### src/rtl/pvic_pkg.sv
package pvic_pkg;
    typedef enum logic [1:0] {
        ST_IDLE  = 2'd0,
        ST_REQ   = 2'd1,
        ST_WAITV = 2'd2,
        ST_TAKE  = 2'd3
    } pvic_state_e;
endpackage

### src/rtl/pvic_sync.sv
module pvic_sync #(
    parameter int W = 9
) (
    input  logic         clk,
    input  logic         rst_n,
    input  logic [W-1:0] d,
    output logic [W-1:0] q
);
    logic [W-1:0] s1_q;
    logic [W-1:0] s2_q;

    always_ff @(posedge clk) begin
        if (!rst_n) begin
            s1_q <= '0;
            s2_q <= '0;
        end else begin
            s1_q <= d;
            s2_q <= s1_q;
        end
    end

    assign q = s2_q;
endmodule

### src/rtl/pvic_prio.sv
module pvic_prio #(
    parameter int N  = 11,
    parameter int IW = 4
) (
    input  logic [N-1:0]  vec,
    output logic [IW-1:0] idx,
    output logic          found
);
    // lowest set index wins
    always_comb begin
        idx   = IW'(N);
        found = 1'b0;
        for (int i = N - 1; i >= 0; i--) begin
            if (vec[i]) begin
                idx   = IW'(i);
                found = 1'b1;
            end
        end
    end
endmodule

### src/rtl/pvic_top.sv
module pvic_top
    import pvic_pkg::*;
#(
    parameter int NUM_IRQ = 8,
    parameter int NUM_SW  = 2,
    parameter int AW      = 32,
    parameter logic [AW-1:0] INT_BASE = 32'h0002_0000,
    parameter logic [AW-1:0] EXT_BASE = 32'h0004_0000,
    parameter int TIMEOUT = 8,
    localparam int NSRC  = 1 + NUM_IRQ + NUM_SW,
    localparam int IW    = $clog2(NSRC + 1),
    localparam int TW    = $clog2(TIMEOUT + 1),
    localparam int SW_LO = 1 + NUM_IRQ
) (
    input  logic               clk,
    input  logic               rst_n,
    input  logic [NUM_IRQ-1:0] irq_lines,
    input  logic               nmi,
    input  logic [NUM_SW-1:0]  sw_raise,
    input  logic               int_en,
    input  logic               ext_table,
    input  logic               cpu_ack,
    input  logic               dev_vld,
    input  logic               rti,
    output logic               int_req,
    output logic [NUM_IRQ-1:0] dev_ack,
    output logic               vec_valid,
    output logic [AW-1:0]      vec_addr,
    output logic               bus_err,
    output logic [NSRC-1:0]    latch_reg,
    output logic [NSRC-1:0]    nest_reg
);
    typedef struct packed {
        pvic_state_e     st;
        logic [IW-1:0]   sel;
        logic [TW-1:0]   tmr;
        logic            be;
        logic [NSRC-1:0] lat;
        logic [NSRC-1:0] nest;
    } regs_t;

    regs_t r_d, r_q;

    // stage 1: synchronize level requests
    logic [NUM_IRQ:0] sync_q;
    pvic_sync #(.W(NUM_IRQ + 1)) u_sync (
        .clk  (clk),
        .rst_n(rst_n),
        .d    ({irq_lines, nmi}),
        .q    (sync_q)
    );

    // current level from the nesting record
    logic [IW-1:0] top_idx;
    logic          nest_any;
    logic [IW-1:0] cur_lvl;
    pvic_prio #(.N(NSRC), .IW(IW)) u_cur (
        .vec  (r_q.nest),
        .idx  (top_idx),
        .found(nest_any)
    );
    assign cur_lvl = nest_any ? top_idx : IW'(NSRC);

    // pending sources and the level filter
    logic [NSRC-1:0] pend;
    logic [NSRC-1:0] above;
    always_comb begin
        pend                  = '0;
        pend[0]               = sync_q[0];
        pend[NUM_IRQ:1]       = sync_q[NUM_IRQ:1] & {NUM_IRQ{int_en}};
        pend[NSRC-1:SW_LO]    = r_q.lat[NSRC-1:SW_LO] & ~r_q.nest[NSRC-1:SW_LO]
                                & {NUM_SW{int_en}};
    end

    for (genvar g = 0; g < NSRC; g++) begin : g_above
        assign above[g] = (IW'(g) < cur_lvl);
    end

    // stage 2: recognition
    logic [IW-1:0] win_idx;
    logic          win_any;
    pvic_prio #(.N(NSRC), .IW(IW)) u_win (
        .vec  (pend & above),
        .idx  (win_idx),
        .found(win_any)
    );

    logic sel_is_dev;
    assign sel_is_dev = (r_q.sel >= IW'(1)) && (r_q.sel <= IW'(NUM_IRQ));

    always_comb begin
        r_d    = r_q;
        r_d.be = 1'b0;
        for (int j = 0; j < NUM_SW; j++) begin
            if (sw_raise[j]) r_d.lat[SW_LO + j] = 1'b1;
        end
        if (rti && nest_any) begin
            r_d.nest[top_idx] = 1'b0;
            r_d.lat[top_idx]  = 1'b0;
        end
        case (r_q.st)
            ST_IDLE: begin
                if (win_any) begin
                    r_d.sel = win_idx;
                    r_d.st  = ST_REQ;
                end
            end
            ST_REQ: begin
                if (cpu_ack) begin
                    if (sel_is_dev) begin
                        r_d.st  = ST_WAITV;
                        r_d.tmr = '0;
                    end else begin
                        r_d.st = ST_TAKE;
                    end
                end
            end
            ST_WAITV: begin
                if (dev_vld) begin
                    r_d.st = ST_TAKE;
                end else if (r_q.tmr == TW'(TIMEOUT - 1)) begin
                    r_d.be  = 1'b1;
                    r_d.st  = ST_IDLE;
                    r_d.tmr = '0;
                end else begin
                    r_d.tmr = r_q.tmr + TW'(1);
                end
            end
            ST_TAKE: begin
                r_d.lat[r_q.sel]  = 1'b1;
                r_d.nest[r_q.sel] = 1'b1;
                r_d.st            = ST_IDLE;
            end
            default: r_d.st = ST_IDLE;
        endcase
    end

    always_ff @(posedge clk) begin
        if (!rst_n) begin
            r_q <= '{st: ST_IDLE, sel: '0, tmr: '0, be: 1'b0, lat: '0, nest: '0};
        end else begin
            r_q <= r_d;
        end
    end

    for (genvar g = 0; g < NUM_IRQ; g++) begin : g_ack
        assign dev_ack[g] = (r_q.st == ST_WAITV) && (r_q.sel == IW'(g + 1));
    end

    assign int_req   = (r_q.st == ST_REQ);
    assign vec_valid = (r_q.st == ST_TAKE);
    assign vec_addr  = (ext_table ? EXT_BASE : INT_BASE) + (AW'(r_q.sel) << 2);
    assign bus_err   = r_q.be;
    assign latch_reg = r_q.lat;
    assign nest_reg  = r_q.nest;
endmodule

### config.mk
export PLATFORM = sky130hd
export DESIGN_NAME = pvic_top
export DESIGN_NICKNAME = d
export VERILOG_FILES = /design/src/rtl/pvic_pkg.sv /design/src/rtl/pvic_sync.sv /design/src/rtl/pvic_prio.sv /design/src/rtl/pvic_top.sv
export SDC_FILE = /design/constraint.sdc
export NUM_CORES = 1
export LEC_CHECK = 0
export CAP_MARGIN = 25
export CORE_ASPECT_RATIO = 1.4
export CORE_MARGIN = 2
export CORE_UTILIZATION = 40
export DETAILED_ROUTE_END_ITERATION = 10
export PLACE_DENSITY = 0.69
export SLEW_MARGIN = 20
export SYNTH_ARGS = -nofsm -noshare
export SYNTH_HDL_FRONTEND = slang
export SYNTH_SLANG_ARGS = --single-unit
### constraint.sdc
create_clock -name clk -period 2.56 [get_ports clk]
set_input_delay 0.384 -clock clk [delete_from_list [all_inputs] [get_ports clk]]
set_output_delay 0.384 -clock clk [all_outputs]
set_load 0.01 [all_outputs]
==> results.json, run 1 <==
{
  "outcome": "complete, no violations",
  "cp_max_fo": 10,
  "fin_crit_ps": 2350,
  "rsz0062_at_grt": "no",
  "synth_top_family_by_area": "simple AND/OR/NAND/NOR gates",
  "max_clock_freq_mhz": 426,
  "p_comb_share_pct": 17.5,
  "drive_above_1_share_pct": 6.76,
  "final_antenna_net_count": 0,
  "wl_um": 6100,
  "p_leak_nw": 1.20,
  "hold_end": "u_sync.q[7]$_SDFF_PN0_",
  "cts_tree": "built",
  "relSlewSlack_pct": 59.5,
  "syn_area_per_cell_um2": 8.22,
  "grt_overflow_total": 0,
  "setup_viol": 0,
  "synth-seq-cells": 51,
  "holdBufCountCts": 0,
  "avgViaCountPerCell": 4.94,
  "htreeDepth": 2,
  "grt_pass1_wl_um": 10200,
  "period_share_pct": 91.6,
  "setup_tns_ps": 0,
  "cts_resized": 0,
  "switching_power_w": 0.000468,
  "async_reset_ff_share_pct": 0,
  "synth_area_mm2": 0.00283,
  "critPathLaunchType": "flop",
  "fillers": 692,
  "drc": 0,
  "end_kind": "primary output",
  "rr_worst_depth": 5,
  "clk_pin_slew_ps": 90,
  "yosysTopAreaCell": "dfxtp_1",
  "final_cell_area_mm2": 0.00327,
  "yosys-top-cells-count": "53 x buf_4, 51 x dfxtp_1, 29 x nand2_1",
  "slew_violations": 0,
  "worst_pin_slew_ps": 603,
  "r2r_slack_ps": 340,
  "yosysMostFrequentCell": "buf_4",
  "grt_pass1_vias": 2232,
  "timing.rr.start": "nest_reg[7]$_SDFF_PN0_",
  "arrival_ps": 1960,
  "p_per_area_mw_per_mm2": 505,
  "yosys.area_share.adder_pct": 0.442,
  "synthSimpleGateAreaFrac_pct": 26.2,
  "antenna_found_initial": 0,
  "swShare_pct": 28.3,
  "finalHoldViolCount": 0,
  "intPower_w": 0.00119,
  "holdPathStages": 1,
  "yosys_warnings": 0,
  "ios": 83,
  "start_util_pct": 41.0,
  "synth.area.mux_share_pct": 0,
  "gp_congestion": 0.920,
  "cts_sinks": 51,
  "worstHoldPathType": "flop to flop",
  "die_area_mm2": 0.00777,
  "r2r-end": "r_q[27]$_SDFFE_PN0P_",
  "rows": 36,
  "drt-initial-drc-count": 131,
  "clock_path_buffers": 2,
  "die_y_um": 104,
  "drv_cap": 0,
  "skew_ps": 7.12,
  "clkPwrFrac_pct": 29.7,
  "synth_cell_types": 61,
  "diodes": 0,
  "synth_top_cell_area_share_pct": 36.1,
  "port_buffers": 56,
  "clockRootBuffer": "clkbuf_8",
  "ys_seq_area_share_pct": 36.1,
  "synth_compound_area_share_pct": 19.1,
  "hold_slack_ps": 444,
  "synthCells": 344,
  "synth-edff-count": 0,
  "vias": 2297,
  "min_from": "u_sync.s1_q[7]$_SDFF_PN0_",
  "die_w_um": 75.1,
  "core-area_mm2": 0.00689,
  "clk_latency_ps": 300,
  "cts_buffers": 5,
  "cts_setup_buffers": 0,
  "cp_data_required_time_ps": 2180,
  "grt_usage_pct": 16.5,
  "place_area_mm2": 0.00317,
  "pwr-share-seq_pct": 52.7,
  "max-vdd-ir-drop_mv": 0.325,
  "grt_start_max_net_pins": 32,
  "path_class": "flop to primary output",
  "wire_per_inst_um": 13.1,
  "dr.pass1.iters": 4,
  "synthXorXnorAreaFrac_pct": 0.310,
  "area_growth_syn_to_layout_pct": 15.7,
  "ys_top_cells_by_area": "dfxtp_1 36%, buf_4 14%, and2_1 4.6%, nand2_1 3.8%, a21boi_0 3.4%",
  "dp_hpwl_um": 4750,
  "final_nets": 388,
  "synth_flop_cell": "dfxtp_1"
}
## layout make-up
cell class,instances,area [µm²],area share (%)
clock inverters,2,16.3,0.497
repair buffers,60,591,18.0
multi-input cells,239,1400,42.7
flip-flops and latches,51,1020,31.2
well taps,95,119,3.63
clock buffers,6,82.6,2.52
inverters,12,45.0,1.38
## critical path, cell delays in order, from the launching register on
cell	delay, ps
dfxtp_1	530
nand2b_1	210
nor4_1	330
clkdlybuf4s50_1	600
## placed cells by master (no fill, tap or decap), types with 3 or more instances in the layout
cell,instances
o21ai_0,14
nand4_1,4
nor2_1,20
clkbuf_8,6
a21boi_0,13
o21ai_1,4
nand3_1,10
buf_4,4
a21boi_1,7
conb_1,26
and2_1,21
a31oi_1,3
nor2b_1,12
dfxtp_1,51
nor4_1,3
inv_1,10
nand2b_1,6
and3_1,4
a21oi_1,9
nor3_1,8
nand2_1,29
clkdlybuf4s50_1,56
o211ai_1,3
nor4b_1,3
## cells by family after synthesis
group                    count (synthesis)
other                                    1
AND/OR/NAND/NOR                        136
buffers and inverters                   79
AO/OA/AOI/OAI                           75
flip-flops                              51
XOR/XNOR                                 1
adder cells (fa/ha/maj)                  1
## power by group through the flow
stage,Clock [W],Combinational [W],Sequential (W)
2_1_floorplan,0,0.000256,0.000859
3_3_place_gp,0,0.000286,0.000890
3_5_place_dp,0,0.000289,0.000890
4_1_cts,0.000508,0.000290,0.000872
5_1_grt,0.000538,0.000325,0.000878
6_report,0.000492,0.000290,0.000872
## stage by stage
stage / power [W] / util (%) / setup WS [ps] / instances
final: 0.00165 / 47.5 / 214 / 465
after global routing: 0.00174 / 47.5 / 105 / 465
after CTS: 0.00167 / 47.5 / 192 / 465
after detailed placement: 0.00118 / 46.1 / 130 / 457
after global placement: 0.00118 / 46.1 / 196 / 457
after floorplan: 0.00111 / - / 716 / 369
## how the worst max path moves through the flow
stage                      startpoint                       to  slack, ps  depth (start not counted)
2_1_floorplan  nest_reg[6]$_SDFF_PN0_     r_q[27]$_SDFFE_PN0P_        720                          6
3_3_place_gp                      rti  latch_reg[9]$_SDFF_PN0_        200                          7
3_5_place_dp                      rti  latch_reg[9]$_SDFF_PN0_        130                          7
4_1_cts          r_q[32]$_SDFFE_PN0P_               dev_ack[3]        190                          3
5_1_grt          r_q[32]$_SDFFE_PN0P_               dev_ack[3]        100                          3
6_report         r_q[32]$_SDFFE_PN0P_               dev_ack[3]        210                          3
## metal layers
metal | GRT usage, % | wire length [µm]
met1 | 18.8 | 2500
met2 | 28.8 | 3220
met3 | 3.11 | 252
met4 | 6.89 | 133
met5 | 0 | 0
Power figures use the tool's default switching activity.
==> inputs of run 2 (changes only) <==
==> constraint.sdc (replaced) <==
create_clock -name clk -period 2.56 [get_ports clk]
set_input_delay 0.512 -clock clk [delete_from_list [all_inputs] [get_ports clk]]
set_output_delay 0.512 -clock clk [all_outputs]
set_load 0.01 [all_outputs]
==> run 2 against run 1 <==
  * Design area is 0.11% lower
  * Final cell count rose by 0.22%
  * Sequential power is 0.6% higher
  * Global-route usage fell by 0.32 points
  * Critical path type unchanged
  * Largest cell class unchanged
==> results.json, run 2 (synthesis gave the netlist of run 1 again) <==
{
  "outcome": "complete, no violations",
  "core-area_mm2": 0.00689,
  "die_area_mm2": 0.00777,
  "cts_sinks": 51,
  "die_y_um": 104,
  "switching_power_w": 0.000459,
  "grt_start_max_net_pins": 32,
  "max_clock_freq_mhz": 418,
  "clk_latency_ps": 300,
  "die_w_um": 75.1,
  "critPathLaunchType": "flop",
  "final_cell_mix": "56 x clkdlybuf4s50_1, 49 x dfxtp_1, 29 x nand2_1",
  "antenna_found_initial": 0,
  "max-vdd-ir-drop_mv": 0.226,
  "ios": 83,
  "finalHoldViolCount": 0,
  "drt-initial-drc-count": 121,
  "drive_above_1_share_pct": 7.28,
  "setup_viol": 0,
  "grt_pass1_wl_um": 9950,
  "drc": 0,
  "end_kind": "primary output",
  "arrival_ps": 1880,
  "cts_setup_buffers": 0,
  "hold_slack_ps": 438,
  "clk_pin_slew_ps": 90,
  "start_util_pct": 41.0,
  "dp_hpwl_um": 4760,
  "p_comb_share_pct": 17.7,
  "relSlewSlack_pct": 58.4,
  "slew_violations": 0,
  "gp_congestion": 0.917,
  "worstHoldPathType": "flop to flop",
  "avgViaCountPerCell": 4.98,
  "final_antenna_net_count": 0,
  "dr.pass1.iters": 5,
  "p_leak_nw": 1.20,
  "htreeDepth": 2,
  "area_growth_syn_to_layout_pct": 15.6,
  "intPower_w": 0.00116,
  "path_class": "flop to primary output",
  "clkPwrFrac_pct": 28.1,
  "diodes": 0,
  "clock_path_buffers": 2,
  "port_buffers": 56,
  "fin_crit_ps": 2390,
  "skew_ps": 2.86,
  "cp_data_required_time_ps": 2050,
  "wire_per_inst_um": 13.1,
  "drv_cap": 0,
  "clockRootBuffer": "clkbuf_8",
  "wl_um": 6090,
  "cts_tree": "built",
  "setup_tns_ps": 0,
  "final_common_cell": "clkdlybuf4s50_1",
  "rows": 36,
  "holdBufCountCts": 0,
  "worst_pin_slew_ps": 619,
  "cts_buffers": 5,
  "period_share_pct": 93.5,
  "grt_usage_pct": 16.2,
  "vias": 2321,
  "rsz0062_at_grt": "no",
  "grt_pass1_vias": 2159,
  "cp_max_fo": 9,
  "swShare_pct": 28.4,
  "grt_overflow_total": 0,
  "dp_worst_setup_slack_ps": 112,
  "final_util_pct": 47.4,
  "layout_setup_ws_ps": 167,
  "pwr-share-seq_pct": 54.2,
  "final_nets": 389,
  "p_per_area_mw_per_mm2": 495
}
run 2: stage by stage:
step                      cells  instance area (µm²)  power (W)
after detailed placement    458                 3180    0.00118
final                       466                 3270    0.00162
after global routing        466                 3270    0.00170
after global placement      458                 3180    0.00118
after CTS                   466                 3270    0.00163
after floorplan             369                 2920    0.00111
run 2: timing repair:
item	CTS	global route
resized for setup	0	2
hold endpoints to repair	0	0
setup endpoints to repair	0	2
run 2: final timing paths:
kind	startpoint	endpoint	slack (ps)	depth (start not counted)
worst min-delay path	u_sync.s1_q[3]$_SDFF_PN0_	u_sync.q[3]$_SDFF_PN0_	440	1
worst min register to register	u_sync.s1_q[3]$_SDFF_PN0_	u_sync.q[3]$_SDFF_PN0_	440	1
worst max-delay path	r_q[29]$_SDFFE_PN0P_	dev_ack[5]	170	3
worst max register to register	nest_reg[7]$_SDFF_PN0_	r_q[27]$_SDFFE_PN0P_	390	5
run 2: critical path: stages (launching register included):
cell and delay [ps]:
dfxtp_1 510, nand2b_1 200, nor4_1 280, clkdlybuf4s50_1 600
run 2: layout make-up:
class / instances / area (µm²)
fillers: 690 / 3620
multi-input cells: 239 / 1400
flip-flops and latches: 51 / 1020
repair buffers: 61 / 598
well taps: 95 / 119
clock buffers: 6 / 72.6
inverters: 12 / 45.0
clock inverters: 2 / 12.5
run 2: power groups by stage:
stage / clock network [W] / registers [W] / logic [W]
CTS: 0.000470 / 0.000876 / 0.000288
finish: 0.000454 / 0.000877 / 0.000286
floorplan: 0 / 0.000859 / 0.000256
global placement: 0 / 0.000893 / 0.000283
detailed placement: 0 / 0.000894 / 0.000286
global route: 0.000497 / 0.000885 / 0.000318
run 2: per-layer routing:
metal  share of wire (%)  vias up  track usage [%]
li1                    -     1161                -
met1                  40     1086             18.2
met2                  53       61             28.6
met3                 4.7       13             2.72
met4                 2.6        0             7.02
met5                   0        -                0
